### src/rtl/sc_fifo_pkg.sv
package sc_fifo_pkg;

   typedef enum logic {
      RD_FETCH     = 1'b0,
      RD_LOOKAHEAD = 1'b1
   } rd_mode_e;

   typedef struct packed {
      logic full;
      logic empty;
      logic afull;
      logic aempty;
      logic hfull;
   } lvl_flags_t;

endpackage

### src/rtl/sc_fifo_ctrl.sv
module sc_fifo_ctrl #(
   parameter int DEPTH     = 16,
   parameter bit OVF_GUARD = 1'b1,
   parameter bit UNF_GUARD = 1'b1,
   parameter int AF_LEVEL  = 12,
   parameter int AE_LEVEL  = 3,
   localparam int AW = $clog2(DEPTH),
   localparam int CW = AW + 1
) (
   input  logic                     clk,
   input  logic                     aclr,
   input  logic                     sclr,
   input  logic                     wr_en,
   input  logic                     rd_en,
   output logic                     wr_ok,
   output logic                     rd_ok,
   output logic [AW-1:0]            wr_ptr,
   output logic [AW-1:0]            rd_ptr,
   output logic [CW-1:0]            count,
   output sc_fifo_pkg::lvl_flags_t  flags
);

   localparam logic [CW-1:0] CNT_MAX = CW'(DEPTH);
   localparam logic [CW-1:0] AF_CNT  = CW'(AF_LEVEL);
   localparam logic [CW-1:0] AE_CNT  = CW'(AE_LEVEL);

   logic [CW-1:0] cnt_nx;
   logic          is_full;
   logic          is_empty;

   assign is_full  = (count == CNT_MAX);
   assign is_empty = (count == '0);

   // Guards: a disabled guard lets the access through regardless of level.
   assign wr_ok = wr_en && !sclr && !(OVF_GUARD && is_full);
   assign rd_ok = rd_en && !sclr && !(UNF_GUARD && is_empty);

   // Count clamps at both ends so an unguarded access cannot wrap it.
   always_comb begin
      cnt_nx = count;
      if (wr_ok && !rd_ok && !is_full)
         cnt_nx = count + 1'b1;
      else if (rd_ok && !wr_ok && !is_empty)
         cnt_nx = count - 1'b1;
   end

   always_ff @(posedge clk or posedge aclr) begin
      if (aclr) begin
         wr_ptr <= '0;
         rd_ptr <= '0;
         count  <= '0;
      end else if (sclr) begin
         wr_ptr <= '0;
         rd_ptr <= '0;
         count  <= '0;
      end else begin
         if (wr_ok) wr_ptr <= wr_ptr + 1'b1;
         if (rd_ok) rd_ptr <= rd_ptr + 1'b1;
         count <= cnt_nx;
      end
   end

   always_comb begin
      flags.full   = is_full;
      flags.empty  = is_empty;
      flags.afull  = (count >= AF_CNT);
      flags.aempty = (count < AE_CNT);
      flags.hfull  = count[CW-1] | count[CW-2];
   end

endmodule

### src/rtl/sc_fifo_mem.sv
module sc_fifo_mem #(
   parameter int DATA_W = 8,
   parameter int DEPTH  = 16,
   localparam int AW = $clog2(DEPTH)
) (
   input  logic              clk,
   input  logic              we,
   input  logic [AW-1:0]     waddr,
   input  logic [DATA_W-1:0] wdata,
   input  logic [AW-1:0]     raddr,
   output logic [DATA_W-1:0] rdata
);

   logic [DATA_W-1:0] cells [DEPTH];

   always_ff @(posedge clk) begin
      if (we) cells[waddr] <= wdata;
   end

   assign rdata = cells[raddr];

endmodule

### src/rtl/sc_fifo_rdport.sv
module sc_fifo_rdport #(
   parameter int DATA_W     = 8,
   parameter bit LOOKAHEAD  = 1'b0,
   parameter bit OUT_REG    = 1'b0
) (
   input  logic              clk,
   input  logic              aclr,
   input  logic              rd_ok,
   input  logic [DATA_W-1:0] head,
   output logic [DATA_W-1:0] rd_data
);

   generate
      if (LOOKAHEAD) begin : g_look
         logic unused_look;
         assign unused_look = ^{clk, aclr, rd_ok};
         assign rd_data = head;
      end else begin : g_fetch
         logic [DATA_W-1:0] stage1;

         always_ff @(posedge clk or posedge aclr) begin
            if (aclr)       stage1 <= '0;
            else if (rd_ok) stage1 <= head;
         end

         if (OUT_REG) begin : g_oreg
            logic [DATA_W-1:0] stage2;
            always_ff @(posedge clk or posedge aclr) begin
               if (aclr) stage2 <= '0;
               else      stage2 <= stage1;
            end
            assign rd_data = stage2;
         end else begin : g_direct
            assign rd_data = stage1;
         end
      end
   endgenerate

endmodule

### src/rtl/sc_fifo.sv
module sc_fifo #(
   parameter int                    DATA_W    = 8,
   parameter int                    DEPTH     = 16,
   parameter sc_fifo_pkg::rd_mode_e RD_MODE   = sc_fifo_pkg::RD_FETCH,
   parameter bit                    OUT_REG   = 1'b0,
   parameter bit                    OVF_GUARD = 1'b1,
   parameter bit                    UNF_GUARD = 1'b1,
   parameter int                    AF_LEVEL  = 12,
   parameter int                    AE_LEVEL  = 3
) (
   input  logic                     clk,
   input  logic                     aclr,
   input  logic                     sclr,
   input  logic                     wr_en,
   input  logic [DATA_W-1:0]        wr_data,
   input  logic                     rd_en,
   output logic [DATA_W-1:0]        rd_data,
   output logic [$clog2(DEPTH):0]   count,
   output logic                     full,
   output logic                     empty,
   output logic                     almost_full,
   output logic                     almost_empty,
   output logic                     half_full
);

   localparam int AW        = $clog2(DEPTH);
   localparam bit LOOKAHEAD = (RD_MODE == sc_fifo_pkg::RD_LOOKAHEAD);

   generate
      if (DEPTH < 4 || (DEPTH & (DEPTH - 1)) != 0) begin : g_bad_depth
         $error("sc_fifo: DEPTH must be a power of two and at least 4");
      end
      if (DATA_W < 1) begin : g_bad_width
         $error("sc_fifo: DATA_W must be positive");
      end
      if (AF_LEVEL < 1 || AF_LEVEL > DEPTH) begin : g_bad_af
         $error("sc_fifo: AF_LEVEL out of range 1..DEPTH");
      end
      if (AE_LEVEL < 1 || AE_LEVEL > DEPTH) begin : g_bad_ae
         $error("sc_fifo: AE_LEVEL out of range 1..DEPTH");
      end
      if (LOOKAHEAD && OUT_REG) begin : g_bad_oreg
         $error("sc_fifo: OUT_REG is available in fetch mode only");
      end
   endgenerate

   logic                    wr_ok;
   logic                    rd_ok;
   logic [AW-1:0]           wr_ptr;
   logic [AW-1:0]           rd_ptr;
   logic [DATA_W-1:0]       head;
   sc_fifo_pkg::lvl_flags_t flags;

   sc_fifo_ctrl #(
      .DEPTH     (DEPTH),
      .OVF_GUARD (OVF_GUARD),
      .UNF_GUARD (UNF_GUARD),
      .AF_LEVEL  (AF_LEVEL),
      .AE_LEVEL  (AE_LEVEL)
   ) u_ctrl (
      .clk    (clk),
      .aclr   (aclr),
      .sclr   (sclr),
      .wr_en  (wr_en),
      .rd_en  (rd_en),
      .wr_ok  (wr_ok),
      .rd_ok  (rd_ok),
      .wr_ptr (wr_ptr),
      .rd_ptr (rd_ptr),
      .count  (count),
      .flags  (flags)
   );

   sc_fifo_mem #(
      .DATA_W (DATA_W),
      .DEPTH  (DEPTH)
   ) u_mem (
      .clk   (clk),
      .we    (wr_ok),
      .waddr (wr_ptr),
      .wdata (wr_data),
      .raddr (rd_ptr),
      .rdata (head)
   );

   sc_fifo_rdport #(
      .DATA_W    (DATA_W),
      .LOOKAHEAD (LOOKAHEAD),
      .OUT_REG   (OUT_REG)
   ) u_rdport (
      .clk     (clk),
      .aclr    (aclr),
      .rd_ok   (rd_ok),
      .head    (head),
      .rd_data (rd_data)
   );

   assign full         = flags.full;
   assign empty        = flags.empty;
   assign almost_full  = flags.afull;
   assign almost_empty = flags.aempty;
   assign half_full    = flags.hfull;

endmodule

### config.mk
export PLATFORM = sky130hd
export DESIGN_NAME = sc_fifo
export DESIGN_NICKNAME = d
export VERILOG_FILES = /design/src/rtl/sc_fifo_pkg.sv /design/src/rtl/sc_fifo_ctrl.sv /design/src/rtl/sc_fifo_mem.sv /design/src/rtl/sc_fifo_rdport.sv /design/src/rtl/sc_fifo.sv
export SDC_FILE = /design/constraint.sdc
export NUM_CORES = 1
export LEC_CHECK = 0
export BUFFER_PORTS_ARGS = -buffer_cell sky130_fd_sc_hd__buf_2
export CAP_MARGIN = 40
export CORE_AREA = 10 10 133 135
export DETAILED_ROUTE_END_ITERATION = 6
export DIE_AREA = 0 0 143 145
export MAX_ROUTING_LAYER = met4
export PLACE_DENSITY = 0.53
export SYNTH_ARGS = -nofsm -noshare
export SYNTH_HDL_FRONTEND = slang
export SYNTH_SLANG_ARGS = --single-unit
### constraint.sdc
create_clock -name clk -period 7.75 [get_ports clk]
set_input_delay 1.1625 -clock clk [delete_from_list [all_inputs] [get_ports clk]]
set_output_delay 1.1625 -clock clk [all_outputs]
set_load 0.05 [all_outputs]
== Yosys cells after proc, flatten, opt, wreduce, memory -nomap -nowiden ==
Memory sizes are Yosys's and may differ from the RTL's. A register that Yosys moved wholly into a read port is not among the register bits.
Cells that the tools add are included.

* Register bits after elaboration: 13
* Memory bits (writable): 128
* Input port bits: 13
* Output and inout port bits: 18
* Word-level logic and storage cells: 38
* Memories: 1

* Add/sub/neg operators: 4
* $lt $le $gt $ge: 2
* Eq/ne operators: 1
* Multiplexer cells: 9
* Bitwise gates (word level): 1
* Reduce and logical (&&, ||, !) cells: 17

{| class="wikitable"
|+ Memories
! name !! words !! bits a word !! rd ports !! clocked after Yosys merged registers in !! write ports !! RTL line !! text
|-
| u_mem.cells || 16 || 8 || 1 || 1 || 1 || sc_fifo_mem.sv:14 || <nowiki>logic [DATA_W-1:0] cells [DEPTH];</nowiki>
|}

{| class="wikitable"
|+ Operators by type and width
! operator !! number
|-
| $mux 4 || 4
|-
| $mux 5 || 3
|-
| $add 4x1->4 const B || 2
|-
| $logic_and 1x1->1 || 8
|-
| $add 5x1->5 const B || 1
|-
| $eq 5x5->1 const B || 1
|-
| $ge 5x4->1 const B || 1
|-
| $logic_not 1->1 || 5
|-
| $logic_not 5->1 || 1
|-
| $lt 5x2->1 const B || 1
|-
| $sub 5x1->5 const B || 1
|-
| $reduce_bool 2->1 || 2
|-
| $reduce_bool 3->1 || 1
|-
| $mux 1 || 2
|-
| $or 1x1->1 || 1
|}

== Logic depth before layout (Yosys ltp) ==
* Word-level depth: 9
* Mapped depth: 11
* Gate-level depth less buffers: 9

== Hierarchy ==
Synthesis repeated with hierarchy kept, for this count alone.

* Cell total of the unflattened synthesis: 340
* Area total of the unflattened synthesis: 6259.8 µm²

{| class="wikitable"
|+ By module, submodules not included
! module !! times used !! cells an instance !! area an instance (µm²) !! sequential area each (µm²)
|-
| sc_fifo_mem || 1 || 221 || 4987.3 || 3843.7
|-
| sc_fifo_ctrl || 1 || 101 || 937.1 || 325.3
|-
| sc_fifo_rdport || 1 || 18 || 335.3 || 200.2
|}

== Worst setup path after synthesis ==
No wires, ideal clock.

* Path type: register to output
* Start point: reg u_ctrl.count[4]
* End point: out almost_empty
* Data arrival time: 3.260 ns
* Required time: 6.588 ns
* Setup slack: 3.328 ns
* Cell stages (with the launch flop): 3
* Buffers on the path: 1
* Cell sequence: dfrtp_1 -> clkbuf_1 -> a2111oi_0

* Longest elaborated chain between the ends: 1

{| class="wikitable"
|+ Ends and longest elaborated chain
! item !! RTL line !! text
|-
| start: declaration || sc_fifo_ctrl.sv:19 || <nowiki>output logic [CW-1:0] count,</nowiki>
|-
| start signal: assignment || sc_fifo_ctrl.sv:59 || <nowiki>count <= cnt_nx;</nowiki>
|-
| $lt 5x2->1 || sc_fifo_ctrl.sv:67 || <nowiki>flags.aempty = (count < AE_CNT);</nowiki>
|-
| end: declaration || sc_fifo.sv:22 || <nowiki>output logic almost_empty,</nowiki>
|}

Every way passes these cells.

== Final worst setup path ==
* Start point: reg u_ctrl.count[0]
* End point: reg u_ctrl.count[4]

* Longest elaborated chain between the ends: 8
* Elaborated cells between the ends (all ways): 18
* Classes of those cells: add/sub (2); eq/ne (1); mux (3); reduce/logical (12)

{| class="wikitable"
|+ Ends and longest elaborated chain
! item
|-
| branches (longest 8 deep; another with $sub 5x1->5)
|}

Parallel ways; which one is timed is not known. The select of a mux whose other input is x is not followed.
A chain may end at the register's enable or synchronous reset.

==> results by group <==
Outcome
  – Status: finished clean

Critical path
  – Crit-path cells: or4_1, o21ai_4, nand2_1, fa_1, a21o_1, a21oi_1, nor3b_1, o21a_1, nor3_2
  – WP data arrival: 3.66 ns
  – Slowest CP cell: or4_1
  – Max incr delay on CP: around 0.69 ns
  – Crit path capture type: flop
  – Required @ worst endpoint: 8.04 ns
  – Max Fanout on Critical Path: 19
  – Startpoint class of the critical path: flop
  – Worst Setup Path Type: flop to flop

Yosys
  – Seq/Total Area, Yosys: 71.9%
  – Top_reg_cell synth: edfxtp_1
  – Async SR Flop Fraction: between 10% and 20%
  – Synth Instances: 333
  – Post-synthesis cell type count: 38
  – Ys Warns: 0
  – Syn avg cell area: 18.3 um2
  – Mapped Nets: 356
  – Post-synthesis cell area: ~6000 um2
  – FF+latch count, synth: approximately 150
  – Post-synth EDFFs: between 100 and 150

Detailed routing
  – DRC: 0
  – Post-DR vias/cell: ~5.3
  – Routed Antenna Nets: 0
  – WL final: 12800 um
  – WL/cell: 22.0 um
  – Starting DRT DRC Count: 229
  – Vias: approximately 3100
  – Drt first pass iters: 4

Die
  – Die footprint: about 21000 um2
  – Die height: 145 um
  – Die X-Extent: 143 um
  – Num rows: 45
  – CORE AREA: 15000 um2
  – Ports: 31
  – Initial core utilization: 40.4%

CTS
  – CTS tree: built
  – Count of clock tree sinks: 149
  – Post-CTS Setup Inserts: 0
  – Latest clock arrival within the worst-skew pair: about 0.42 ns
  – H-tree lvl count: 4
  – Clock root buffer: clkbuf_16
  – Max Buffers Root-to-Sink: 2
  – Cts repair resizes: 0
  – Num CTS Buffers: 17
  – Hold Buf Count CTS: 0
  – Worst-path clk slew: 0.06 ns

STA
  – Final Hold Viols: 0
  – Max Slew Vio Count: 0
  – Headroom to the max-slew limit: about 40%
  – Setup TNS: 0 ns
  – Achievable Freq: 0.297 GHz
  – Clk_skew: 0.00990 ns
  – RSZ-0062 raised after global routing: false
  – Final Critical Period: 3.37 ns
  – Period utilization: a little over two fifths
  – Slew @ Worst Pin: 0.897 ns
  – Final setup viols: 0

Power and ir drop
  – VDD IR-drop max: 0.000159 V
  – Power Density: 317 nW/um2
  – Total Power: 0.00224 W
  – Leakage power: 2.40 nW

Finish
  – Syn-to-layout area delta: 16.2%
  – Fin nets: 405
  – FILL cells: 1276
  – Multi-input combinational cell area: ~1600 um2
  – N_diodes: 0
  – Reg area: ~4400 um2
  – Layout cell share with drive strength beyond 1: 29.1%
  – Commonest non-fill, non-tap cells in the layout: edfxtp_1 (128), mux4_2 (32), buf_2 (31)
  – Commonest non-fill, non-tap cell in the layout: edfxtp_1

Flow run
  – Max-cap violations: 0

Global routing
  – Remaining Overflow, GRT: 0
  – Vias in the first global route: 3187
  – Overall Global Routing Usage: between 10% and 20%
  – Pin count of the biggest net entering global routing: 36
  – Initial antenna violation count: 0
  – First-pass GRT wire length: ~20000 um

Hold path
  – Min-delay worst type: flop to flop

Place
  – DP HPWL: 8330 um
  – PortBufs: 30
  – GP Congestion: around 0.75
## worst max-delay path, delay by kind of cell (launching register included)
kind            cells  cell delay [ns]
fa+ha+maj           1             0.47
compound gates      4             1.03
simple gates        4             1.26
flops               1             0.47
## flip-flops by register name (all words and copies together) (netlist names)
signal,flops
u_ctrl.rd_ptr,4
u_ctrl.count,5
u_mem.cells,128
u_rdport.rd_data,8
u_ctrl.wr_ptr,4
## metal layers
metal / track usage, % / vias up / share of wire, %
met2: 19.4 / 62 / 48
met4: 4.80 / 0 / 0.96
met5: - / - / 0
met3: 3.65 / 8 / 4.0
li1: - / 1413 / -
met1: 17.5 / 1599 / 47
## power breakdown
| group | switching [W] | internal, W | total, W |
|---|---|---|---|
| Clock | 0.000312 | 0.000437 | 0.000749 |
| Sequential | 0.0000507 | 0.000915 | 0.000966 |
| Combinational | 0.000346 | 0.000176 | 0.000523 |
| Total | 0.000709 | 0.00153 | 0.00224 |
## stage by stage
step / instances / setup slack, ns / area, um2 / util [%] / hold slack (ns)
floorplan: 333 / 3.33 / 6080 / - / 0.544
global placement: 540 / 4.05 / 6430 / 42.8 / 0.477
detailed placement: 551 / 3.96 / 6520 / 43.4 / 0.476
CTS: 583 / 4.35 / 7060 / 47.0 / 0.495
global route: 583 / 4.12 / 7060 / 47.0 / 0.539
finish: 583 / 4.38 / 7060 / 47.0 / 0.489
## area by class of cell
type,instances,share of cell area [%]
Clock inverter,14,1.59
Sequential cell,149,61.9
Multi-Input combinational cell,160,22.7
Clock buffer,18,6.08
Timing Repair Buffer,47,4.00
Inverter,7,0.372
Tap cell,188,3.33
## cell usage after synthesis, drive strengths merged (2+ instances only)
cell	number	area share (%)
a21oi	4	0.33
nand3b	3	0.37
mux2i	16	2.6
xor2	3	0.43
clkbuf	7	0.43
ha	9	1.9
dfrtp	21	8.6
edfxtp	128	63
nor3	7	0.66
or2	3	0.31
nor3b	2	0.33
nand2b	3	0.31
o211ai	2	0.25
xnor2	4	0.58
mux4	32	12
o21ai	6	0.68
nand3	3	0.25
o31ai	2	0.25
nand2	23	1.4
a21o	2	0.25
inv	7	0.43
o221ai	8	1.2
buf	10	0.84
nor2	19	1.2
## path summary, 6_finish.rpt
| kind | startpoint | endpoint | slack (ns) | cells past startpoint |
|---|---|---|---|---|
| max | u_ctrl.count[0]$_DFFE_PP0P_ | u_ctrl.count[4]$_DFFE_PP0P_ | 4.38 | 9 |
| max in group asynchronous | aclr | u_ctrl.rd_ptr[1]$_DFFE_PP0P_ | 6.61 | 3 |
| min | u_rdport.rd_data[0]$_DFFE_PP0P_ | u_rdport.rd_data[0]$_DFFE_PP0P_ | 0.49 | 2 |
| min in group asynchronous | aclr | u_rdport.rd_data[7]$_DFFE_PP0P_ | 0.70 | 2 |
| max reg2reg | u_ctrl.count[0]$_DFFE_PP0P_ | u_ctrl.count[4]$_DFFE_PP0P_ | 4.38 | 9 |
| min reg2reg | u_rdport.rd_data[0]$_DFFE_PP0P_ | u_rdport.rd_data[0]$_DFFE_PP0P_ | 0.49 | 2 |
## kinds of logic after synthesis
family | synth area share [%]
simple gates | 5.25
mux | 14.5
flops | 71.9
xor+xnor | 1.01
buf+inv | 1.71
compound gates | 3.50
fa+ha+maj | 2.18
No activity file was read; power rests on OpenSTA's default activity.
